==> config.mk <==
export PLATFORM = sky130hd
export DESIGN_NAME = mdio_cmd_ctrl
export DESIGN_NICKNAME = d
export VERILOG_FILES = /design/src/rtl/mdio_cmd_ctrl.sv
export SDC_FILE = /design/constraint.sdc
export NUM_CORES = 1
export LEC_CHECK = 0
export BUFFER_PORTS_ARGS = -buffer_cell sky130_fd_sc_hd__clkbuf_2
export CAP_MARGIN = 30
export CORE_ASPECT_RATIO = 1.25
export CORE_MARGIN = 5
export CORE_UTILIZATION = 52
export DETAILED_ROUTE_END_ITERATION = 12
export PLACE_DENSITY = 0.86
export SYNTH_ARGS = -nofsm -noshare
export SYNTH_HDL_FRONTEND = slang
export SYNTH_SLANG_ARGS = --single-unit
==> constraint.sdc <==
create_clock -name clk -period 1.8 [get_ports clk]
set_input_delay 0.27 -clock clk [delete_from_list [all_inputs] [get_ports clk]]
set_output_delay 0.27 -clock clk [all_outputs]
set_load 0.005 [all_outputs]
==> src/rtl/mdio_cmd_ctrl.sv <==
module mdio_cmd_ctrl #(
  parameter int DIV_HALF = 2
) (
  input  logic        clk,
  input  logic        rst_n,
  input  logic        reg_wr,
  input  logic        reg_sel,
  input  logic [15:0] reg_wdata,
  output logic [15:0] ctrl_rdata,
  output logic [15:0] data_rdata,
  output logic        mdc,
  output logic        mdio_o,
  output logic        mdio_oe,
  input  logic        mdio_i
);
  localparam int CW = (DIV_HALF < 2) ? 1 : $clog2(DIV_HALF);
  localparam logic [CW-1:0] DIV_LAST = CW'(DIV_HALF - 1);
  localparam logic [5:0] LAST_BIT = 6'd63;
  localparam logic [5:0] RELEASE_BIT = 6'd47;

  logic          busy, op_q, mdc_q;
  logic [4:0]    phy_q, reg_q;
  logic [15:0]   data_q, rx_q;
  logic [63:0]   frame_q;
  logic [5:0]    idx;
  logic [CW-1:0] div_q;

  wire ctrl_wr = reg_wr & ~reg_sel & ~busy;
  wire data_wr = reg_wr & reg_sel & ~busy;
  wire tick    = busy && (div_q == DIV_LAST);
  wire rise    = tick & ~mdc_q;
  wire fall    = tick & mdc_q;

  always_ff @(posedge clk) begin
    if (!rst_n) begin
      busy    <= 1'b0;
      op_q    <= 1'b0;
      mdc_q   <= 1'b0;
      phy_q   <= '0;
      reg_q   <= '0;
      data_q  <= '0;
      rx_q    <= '0;
      frame_q <= '0;
      idx     <= '0;
      div_q   <= '0;
    end else if (ctrl_wr) begin
      busy    <= 1'b1;
      op_q    <= reg_wdata[13];
      phy_q   <= reg_wdata[12:8];
      reg_q   <= reg_wdata[4:0];
      frame_q <= {32'hFFFF_FFFF, 2'b01, reg_wdata[13] ? 2'b01 : 2'b10,
                  reg_wdata[12:8], reg_wdata[4:0], 2'b10, data_q};
      idx     <= '0;
      div_q   <= '0;
      mdc_q   <= 1'b0;
    end else if (data_wr) begin
      data_q <= reg_wdata;
    end else if (busy) begin
      div_q <= tick ? '0 : div_q + 1'b1;
      if (tick) mdc_q <= ~mdc_q;
      if (rise) rx_q <= {rx_q[14:0], mdio_i};
      if (fall) begin
        if (idx == LAST_BIT) begin
          busy <= 1'b0;
          if (!op_q) data_q <= rx_q;
        end else begin
          idx     <= idx + 1'b1;
          frame_q <= {frame_q[62:0], 1'b0};
        end
      end
    end
  end

  assign mdc        = mdc_q;
  assign mdio_o     = frame_q[63];
  assign mdio_oe    = busy & (op_q | (idx < RELEASE_BIT));
  assign ctrl_rdata = {~busy, 1'b0, op_q, phy_q, 3'b000, reg_q};
  assign data_rdata = data_q;

  p_start_r2: assert property (@(posedge clk) disable iff (!rst_n)
    (reg_wr && !reg_sel && !busy) |=> busy);

  p_idle_quiet_r1: assert property (@(posedge clk) disable iff (!rst_n)
    !busy |-> (!mdc && !mdio_oe));

  p_mdio_on_fall_r4: assert property (@(posedge clk) disable iff (!rst_n)
    (busy && $past(busy) && !$stable(mdio_o)) |-> $fell(mdc));

  p_fields_hold_r8: assert property (@(posedge clk) disable iff (!rst_n)
    (busy && $past(busy)) |-> ($stable(op_q) && $stable(phy_q) && $stable(reg_q)));

  p_frame_end_r7: assert property (@(posedge clk) disable iff (!rst_n)
    $fell(busy) |-> ($past(idx) == LAST_BIT && $past(mdc)));
endmodule

**Word level (Yosys, flattened, before mapping)**

Index checks and enable logic that the tools add are counted.

- Logic and storage cells: 63
- Bits in latches: 0
- Output and inout bits: 35
- RAM bits: 0
- Memories: 0
- Flip-flop bits (word level): 116
- Bits in read-only memories: 0
- Input bits: 21

- Add/sub/neg operators: 2
- Shift operators: 0
- Reduce and logical (&&, ||, !) cells: 13
- Magnitude comparators: 1
- Mux-type cells: 17
- Bitwise operators: 15
- Multiply operators: 0
- Divide/modulo/power cells: 0
- Equality and inequality tests: 4

Operators with widths:

| cell | number |
|---|---|
| 64-bit 2-to-1 mux | 5 |
| 16-bit 2-to-1 mux | 5 |
| 4-bit AND reduction | 3 |
| 2-bit nonzero test | 5 |
| 1-bit bitwise AND | 7 |
| 1-bit NOT | 7 |
| 6-bit by 1-bit adder with 6-bit output (second input constant) | 1 |
| 6-bit equality test (second input constant) | 1 |
| 6-bit less-than comparator (second input constant) | 1 |
| 1-bit 2-to-1 mux | 6 |
| 5-bit AND reduction | 1 |
| 2-bit != test (second input constant) | 2 |
| 3-bit AND reduction | 1 |
| 2-bit 2-to-1 mux | 1 |
| 2-bit by 1-bit != test with 1-bit output (second input constant) | 1 |
| 2-bit AND reduction | 1 |
| 2-bit OR reduction | 1 |
| 1-bit adder (second input constant) | 1 |
| 1-bit logical AND | 1 |
| 1-bit bitwise OR | 1 |

**Logic depth before layout (Yosys ltp)**

Gate-level depths: netlist of run 1.

- Depth after elaboration: 6
- Mapped depth: 7
- Gate-level depth less buffers: 5

**Worst setup path before layout of run 1**

No wires, ideal clock.

- Kind: register to register
- Start point: reg idx[0]
- End point: reg idx[5]
- Period minus slack after synthesis: 1.686 ns
- Arrival: 1.614 ns
- Data required time: 1.728 ns
- Setup slack: 0.114 ns
- Buffers on the path: 0
- Setup time: 0.072 ns
- Stages on the path, launching flop included: 6
- Path through: dfxtp_1 -> ha_1 -> and3_2 -> a21o_4 -> or4_1 -> a21oi_1

- Cells in the longest elaborated chain, start to end: 3
- Elaborated cells on any way between the ends: 4
- Those cells by class: add/sub: 1; eq/ne: 1; bitwise: 1; reduce/logical: 1

RTL lines:

| element | line | source |
|---|---|---|
| from (decl) | 25 | `logic [5:0] idx;` |
| from (signal assigned) | 67 | `idx <= idx + 1'b1;` |
| branches (longest 3 deep; another with 6-bit by 1-bit adder with 6-bit output) | -- |  |

Several ways; the timed one is not identified.
A chain may end at the register's enable or synchronous reset.

**Final worst setup path of run 1**

- Start point: reg idx[1]
- End point: reg frame_q[34]

- Cells in the longest elaborated chain, start to end: 3

RTL lines:

| element | line | source |
|---|---|---|
| 6-bit equality test | 63 | `if (idx == LAST_BIT) begin` |
| 2-bit != test (no source line) | -- |  |
| 4-bit AND reduction (no source line) | -- |  |
| to (signal assigned) | 51 | `frame_q <= {32'hFFFF_FFFF, 2'b01, reg_wdata[13] ? 2'b01 : 2'b10,` |
| to (signal assigned) | 68 | `frame_q <= {frame_q[62:0], 1'b0};` |
| to (decl) | 24 | `logic [63:0] frame_q;` |

No other way between the ends.

==> results.toml, run 1 <==
[clocking]
hold_buffers = 0
ctsHtreeMaxLevel = 4
cts_tree = "done"
clock_sinks = 116
cts_made_buffers = 17
cts_root_buf = "clkbuf_16"
clk_pin_slew_ns = 0.05
clkLatencyLatePin_ns = 0.41
cts_buffer_depth = 2

[power_and_ir_drop]
power_mw = 6.557
cellLeakagePower_nw = 2.372
vdd_drop_max_mv = 0.7300
powerDensity_nw_per_um2 = 1074

[critical_path]
path_max_fanout = 11
crit_arrival_ns = 2.18
required_ns = 2.11
path_class = "flip-flop to flip-flop"
crit_path_end_kind = "flip-flop"
cpPeakStageDelay_ns = 0.35
crit_chain = "ha_4, and3_4, buf_6, buf_6, a21oi_4, buf_6, clkbuf_16, nor3_1, nor3b_1"
crit_slowest_cell = "dfxtp_4"
r2r_cells = 9
cpMostUsedCell = "buf_6"
rrSetupSlack_ns = -0.07
critPathLaunchType = "flip-flop"

[final_layout]
antenna_cells = 0
syn2layout_area_growth_pct = 27.37
nNetsFinal = 640
drive_above_1_share = 0.2425

[die]
die_area_sq_um = 11240
start_util = 0.5278
ios = 56
die_h_microns = 117.3
rows = 39
die_x_microns = 95.85
core_sq_um = 9076

[yosys]
synth_cell_types = 38
synth_largest_area_cell = "dfxtp_1"
mappedNetlistArea_sq_um = 4791
ys_ff_latch = 116
ys_async_sr_fraction = 0
ys_seq_area_frac = 0.4847
yosysWarnings = 0
yosys-top-cells-area = "dfxtp_1 48%, a21oi_1 11%, nand2_1 7.8%, a21boi_0 5.6%, nor3b_1 5.5%"
synth_top_area_frac = 0.4847
synth-edff-count = 0
ys.flop_type = "dfxtp_1"
synthCells = 567
synth.avg_cell_area_sq_um = 8.449

[timing]
setup_viol = 4
drv_slew = 0
rsz0062_at_grt = "yes"
skew_ns = 0.004888
hold-worst-slack_ns = 0.09704
fin_ws_ns = -0.07122
post-route-period-util = 1.040
fmax_ghz = 0.5344
hold_violations = 0
fin_crit_ns = 1.871

[global_route]
grt_pass1_wl_microns = 19570
grt.total_usage = 0.2179
grt_start_max_net_pins = 74
overflow = 0
grt_pass1_vias = 4220
antenna_found_initial = 0

[routing]
drt_iter0_drc = 354
ant_nets = 0
viasPerCell = 5.773
num_vias = 4353
dr.pass1.iters = 5
wl_per_cell_microns = 17.06
drcViolationCount = 0
wl_microns = 12860

[placed_design]
portBuffers = 51
hpwl_microns = 7124
gp_congestion = 0.8242
place_ws_ns = -0.03524

[job]
drv_cap = 0

[hold_path]
hp-class = "primary input to flip-flop"
hold_depth = 3

[run_status]
failed_checks = "setup timing"
status = "finished with violations"
[sequential cells by signal (all words and copies together) (netlist names)]
name / count
busy: 1
data_rdata: 16
div_q: 1
frame_q: 64
idx: 6
mdc: 1
op_q: 1
phy_q: 5
reg_q: 5
rx_q: 16
[report_power, final]
group	switching, mW	internal (mW)
combinational	0.282	0.216
clock	1.19	2.06
sequential	0.0970	2.70
[path summary, 6_finish.rpt]
path / from / endpoint
min: mdio_i / rx_q[0]$_SDFFE_PN0P_
max: idx[1]$_SDFFE_PP0P_ / frame_q[34]$_SDFFE_PN0P_
min reg2reg: frame_q[29]$_SDFFE_PN0P_ / frame_q[29]$_SDFFE_PN0P_
max reg2reg: idx[1]$_SDFFE_PP0P_ / frame_q[34]$_SDFFE_PN0P_
[Yosys cell counts (3+ instances only)]
cell type and number:
clkbuf_1 25, inv_1 4, dfxtp_1 116, nand2_1 100
a21boi_0 36, nor3_1 34, o21ai_0 35, buf_4 6
mux2i_1 10, a22oi_1 7, nor3b_1 35, nor2_1 7
buf_2 17, a21oi_1 101, buf_1 3, xnor2_1 4
nand3_1 6
[cell families (layout without fill, tap and decap cells)]
kind of cell | count (synthesis) | after routing | share of synthesized area
xor gates and xnor gates | 4 | 4 | 0.007312
DFF | 116 | 116 | 0.4847
other | 1 | 4 | 0.0007827
adders and majority gates | 1 | 1 | 0.002611
muxes | 10 | 10 | 0.02089
AOI/OAI and AO/OA | 187 | 187 | 0.2285
buffers and inverters | 56 | 117 | 0.05458
and+or+nand+nor | 192 | 192 | 0.2006
[area by class of cell]
| class | instances | area, sq um |
|---|---|---|
| clock inverters | 13 | 133.9 |
| repair buffers | 81 | 611.8 |
| well taps | 123 | 153.9 |
| multi-input cells | 398 | 2417 |
| flip-flops and latches | 116 | 2327 |
| inverters | 4 | 15.01 |
| clock buffers | 19 | 442.9 |
| fillers | 689 | 2974 |
[cell usage in the layout, fill, tap and decap left out, types with 7 or more instances in the layout]
master	count
buf_6	9
a22oi_1	7
nor3_2	11
o21ai_0	35
clkbuf_2	50
clkbuf_16	20
nor3b_1	20
buf_4	14
nand2_1	100
a21boi_0	36
nor3_1	20
mux2i_1	10
nor3b_2	15
dfxtp_1	114
a21oi_1	100
[critical path: cells and delay by family (launching register included)]
| family | cells | cell delay (ns) |
|---|---|---|
| buffers and inverters | 4 | 0.53 |
| and+or+nand+nor | 3 | 0.51 |
| DFF | 1 | 0.35 |
| AOI/OAI and AO/OA | 1 | 0.21 |
| adders and majority gates | 1 | 0.16 |
[stage by stage]
stage / util / area (sq um) / setup TNS, ns / std cells
floorplan: - / 4802 / 0 / 570
global placement: 0.5670 / 5146 / 0 / 709
detailed placement: 0.5670 / 5146 / -0.1978 / 709
CTS: 0.6366 / 5778 / -0.05840 / 745
global route: 0.6723 / 6102 / -1.391 / 754
finish: 0.6723 / 6102 / -0.1199 / 754
[routing by layer]
layer | vias up | routed length, microns | track usage
met5 | - | 0 | 0
met4 | 0 | 361 | 0.08808
met3 | 33 | 705 | 0.06786
met2 | 153 | 6907 | 0.3736
met1 | 2096 | 4887 | 0.2450
li1 | 2071 | - | -
[timing repair]
action,CTS,global route
endpoints found under the setup margin,33,51
setup buffers,4,4
gates resized for setup,7,43
pin swaps,3,29
gates cloned,0,5
No activity file was read; power rests on OpenSTA's default activity.
==> run 2: changes to the inputs <==
--- a/config.mk
+++ b/config.mk
@@ -6,12 +6,13 @@
 export NUM_CORES = 1
 export LEC_CHECK = 0
 export BUFFER_PORTS_ARGS = -buffer_cell sky130_fd_sc_hd__clkbuf_2
-export CAP_MARGIN = 30
+export CAP_MARGIN = 20
 export CORE_ASPECT_RATIO = 1.25
 export CORE_MARGIN = 5
 export CORE_UTILIZATION = 52
 export DETAILED_ROUTE_END_ITERATION = 12
 export PLACE_DENSITY = 0.86
+export SETUP_SLACK_MARGIN = 0.02
 export SYNTH_ARGS = -nofsm -noshare
 export SYNTH_HDL_FRONTEND = slang
 export SYNTH_SLANG_ARGS = --single-unit
==> run 2 against run 1 <==
  * The flow still finishes with violations (setup timing)
  * Clock skew rose by 0.0023 ns
  * Sequential share of layout area down 1.2 points
  * Non-clock buffer count increased by 3
  * Critical endpoint is now mdio_oe
  * Largest power group unchanged
  * Highest routed layer unchanged
==> results.toml, run 2 (synthesis results as in run 1) <==
[final_layout]
layout_common_cells = "112 x dfxtp_1, 100 x nand2_1, 96 x a21oi_1"
final_common_cell = "dfxtp_1"
antenna_cells = 0
nNetsFinal = 643
fillers = 656
syn2layout_area_growth_pct = 31.65
drive_above_1_share = 0.2871
top_register = "frame_q"
largest_register_ffs = 64
final_cell_area_sq_um = 6307

[timing]
fmax_ghz = 0.5309
hold-worst-slack_ns = 0.09009
skew_ns = 0.007185
post-route-period-util = 1.046
drv_slew = 0
finalSetupTns_ns = -0.08347
rsz0062_at_grt = "yes"
hold_violations = 0
fin_crit_ns = 1.883
setup_viol = 1
fin_ws_ns = -0.08347

[clocking]
clk_pin_slew_ns = 0.06
hold_buffers = 0
cts_made_buffers = 17
clock_sinks = 116
cts_buffer_depth = 2
ctsHtreeMaxLevel = 4
cts_tree = "done"
clkLatencyLatePin_ns = 0.42
cts_root_buf = "clkbuf_16"

[routing]
drt_iter0_drc = 412
wl_per_cell_microns = 17.73
drcViolationCount = 0
num_vias = 4490
wl_microns = 13420
viasPerCell = 5.931
ant_nets = 0
dr.pass1.iters = 5

[global_route]
grt_start_max_net_pins = 74
antenna_found_initial = 0
overflow = 0
grt_pass1_vias = 4190
grt_pass1_wl_microns = 19600
grt.total_usage = 0.2188

[die]
ios = 56
start_util = 0.5278
die_h_microns = 117.3
die_area_sq_um = 11240
die_x_microns = 95.85
rows = 39
core_sq_um = 9076

[power_and_ir_drop]
cellLeakagePower_nw = 2.446
vdd_drop_max_mv = 0.7604
powerDensity_nw_per_um2 = 1051

[critical_path]
path_class = "flip-flop to output pin"
crit_path_end_kind = "output pin"
critPathLaunchType = "flip-flop"
path_max_fanout = 2
crit_arrival_ns = 1.61
required_ns = 1.53

[placed_design]
hpwl_microns = 7124
portBuffers = 51
gp_congestion = 0.8242
place_ws_ns = -0.03524
placed_cell_area_sq_um = 5146

[run_status]
failed_checks = "setup timing"
status = "finished with violations"

[hold_path]
hp-class = "primary input to flip-flop"

[job]
drv_cap = 0
run 2: changes by cell type in the layout (fill, tap and decap cells not counted), sizes merged:
cell,change
clkbuf,+1
buf,+2
run 2: worst paths after layout:
path | end | slack [ns] | start | depth (start not counted)
max | mdio_oe | -0.08 | idx[0]$_SDFFE_PP0P_ | 7
min | rx_q[0]$_SDFFE_PN0P_ | 0.09 | mdio_i | 3
min reg2reg | frame_q[29]$_SDFFE_PN0P_ | 0.45 | frame_q[29]$_SDFFE_PN0P_ | 2
max reg2reg | frame_q[43]$_SDFFE_PN0P_ | 0.01 | idx[1]$_SDFFE_PP0P_ | 9
run 2: area by class of cell:
class	instances	area, sq um	area share
Inverter	4	15.01	0.002380
Clock buffer	19	442.9	0.07022
Sequential cell	116	2330	0.3694
Clock inverter	13	133.9	0.02123
Timing Repair Buffer	84	668.1	0.1059
Multi-Input combinational cell	398	2564	0.4065
Tap cell	123	153.9	0.02440
run 2: repair_timing:
item                                    4_1_cts  5_1_grt
endpoints found under the setup margin       54       75
gates cloned                                  0        7
pin swaps                                     3       52
gates resized for setup                       8       78
setup buffers                                 4        5
run 2: stage by stage:
step | cells | total power [mW] | util
after floorplan | 570 | 3.136 | -
after global placement | 709 | 3.269 | 0.5670
after detailed placement | 709 | 3.294 | 0.5670
after CTS | 745 | 6.515 | 0.6370
after global routing | 757 | 6.848 | 0.6949
final | 757 | 6.628 | 0.6949
run 2: per-layer routing:
metal,track usage,vias to the layer above,share of wire
met5,0,-,0
met4,0.08808,0,0.035
met3,0.06978,41,0.052
met2,0.3767,176,0.53
met1,0.2437,2185,0.38
li1,-,2088,-
run 2: power breakdown:
group | internal, mW | switching, mW | total, mW
Clock | 2.06 | 1.21 | 3.28
Sequential | 2.70 | 0.104 | 2.81
Combinational | 0.240 | 0.302 | 0.543
run 2: critical path, cell delays in order (launching register included):
cell and delay [ns]:
dfxtp_2 0.36, ha_4 0.15, and3_4 0.19, buf_6 0.10, nor2_2 0.04, nor3b_2 0.16
nor2_1 0.06, buf_2 0.13
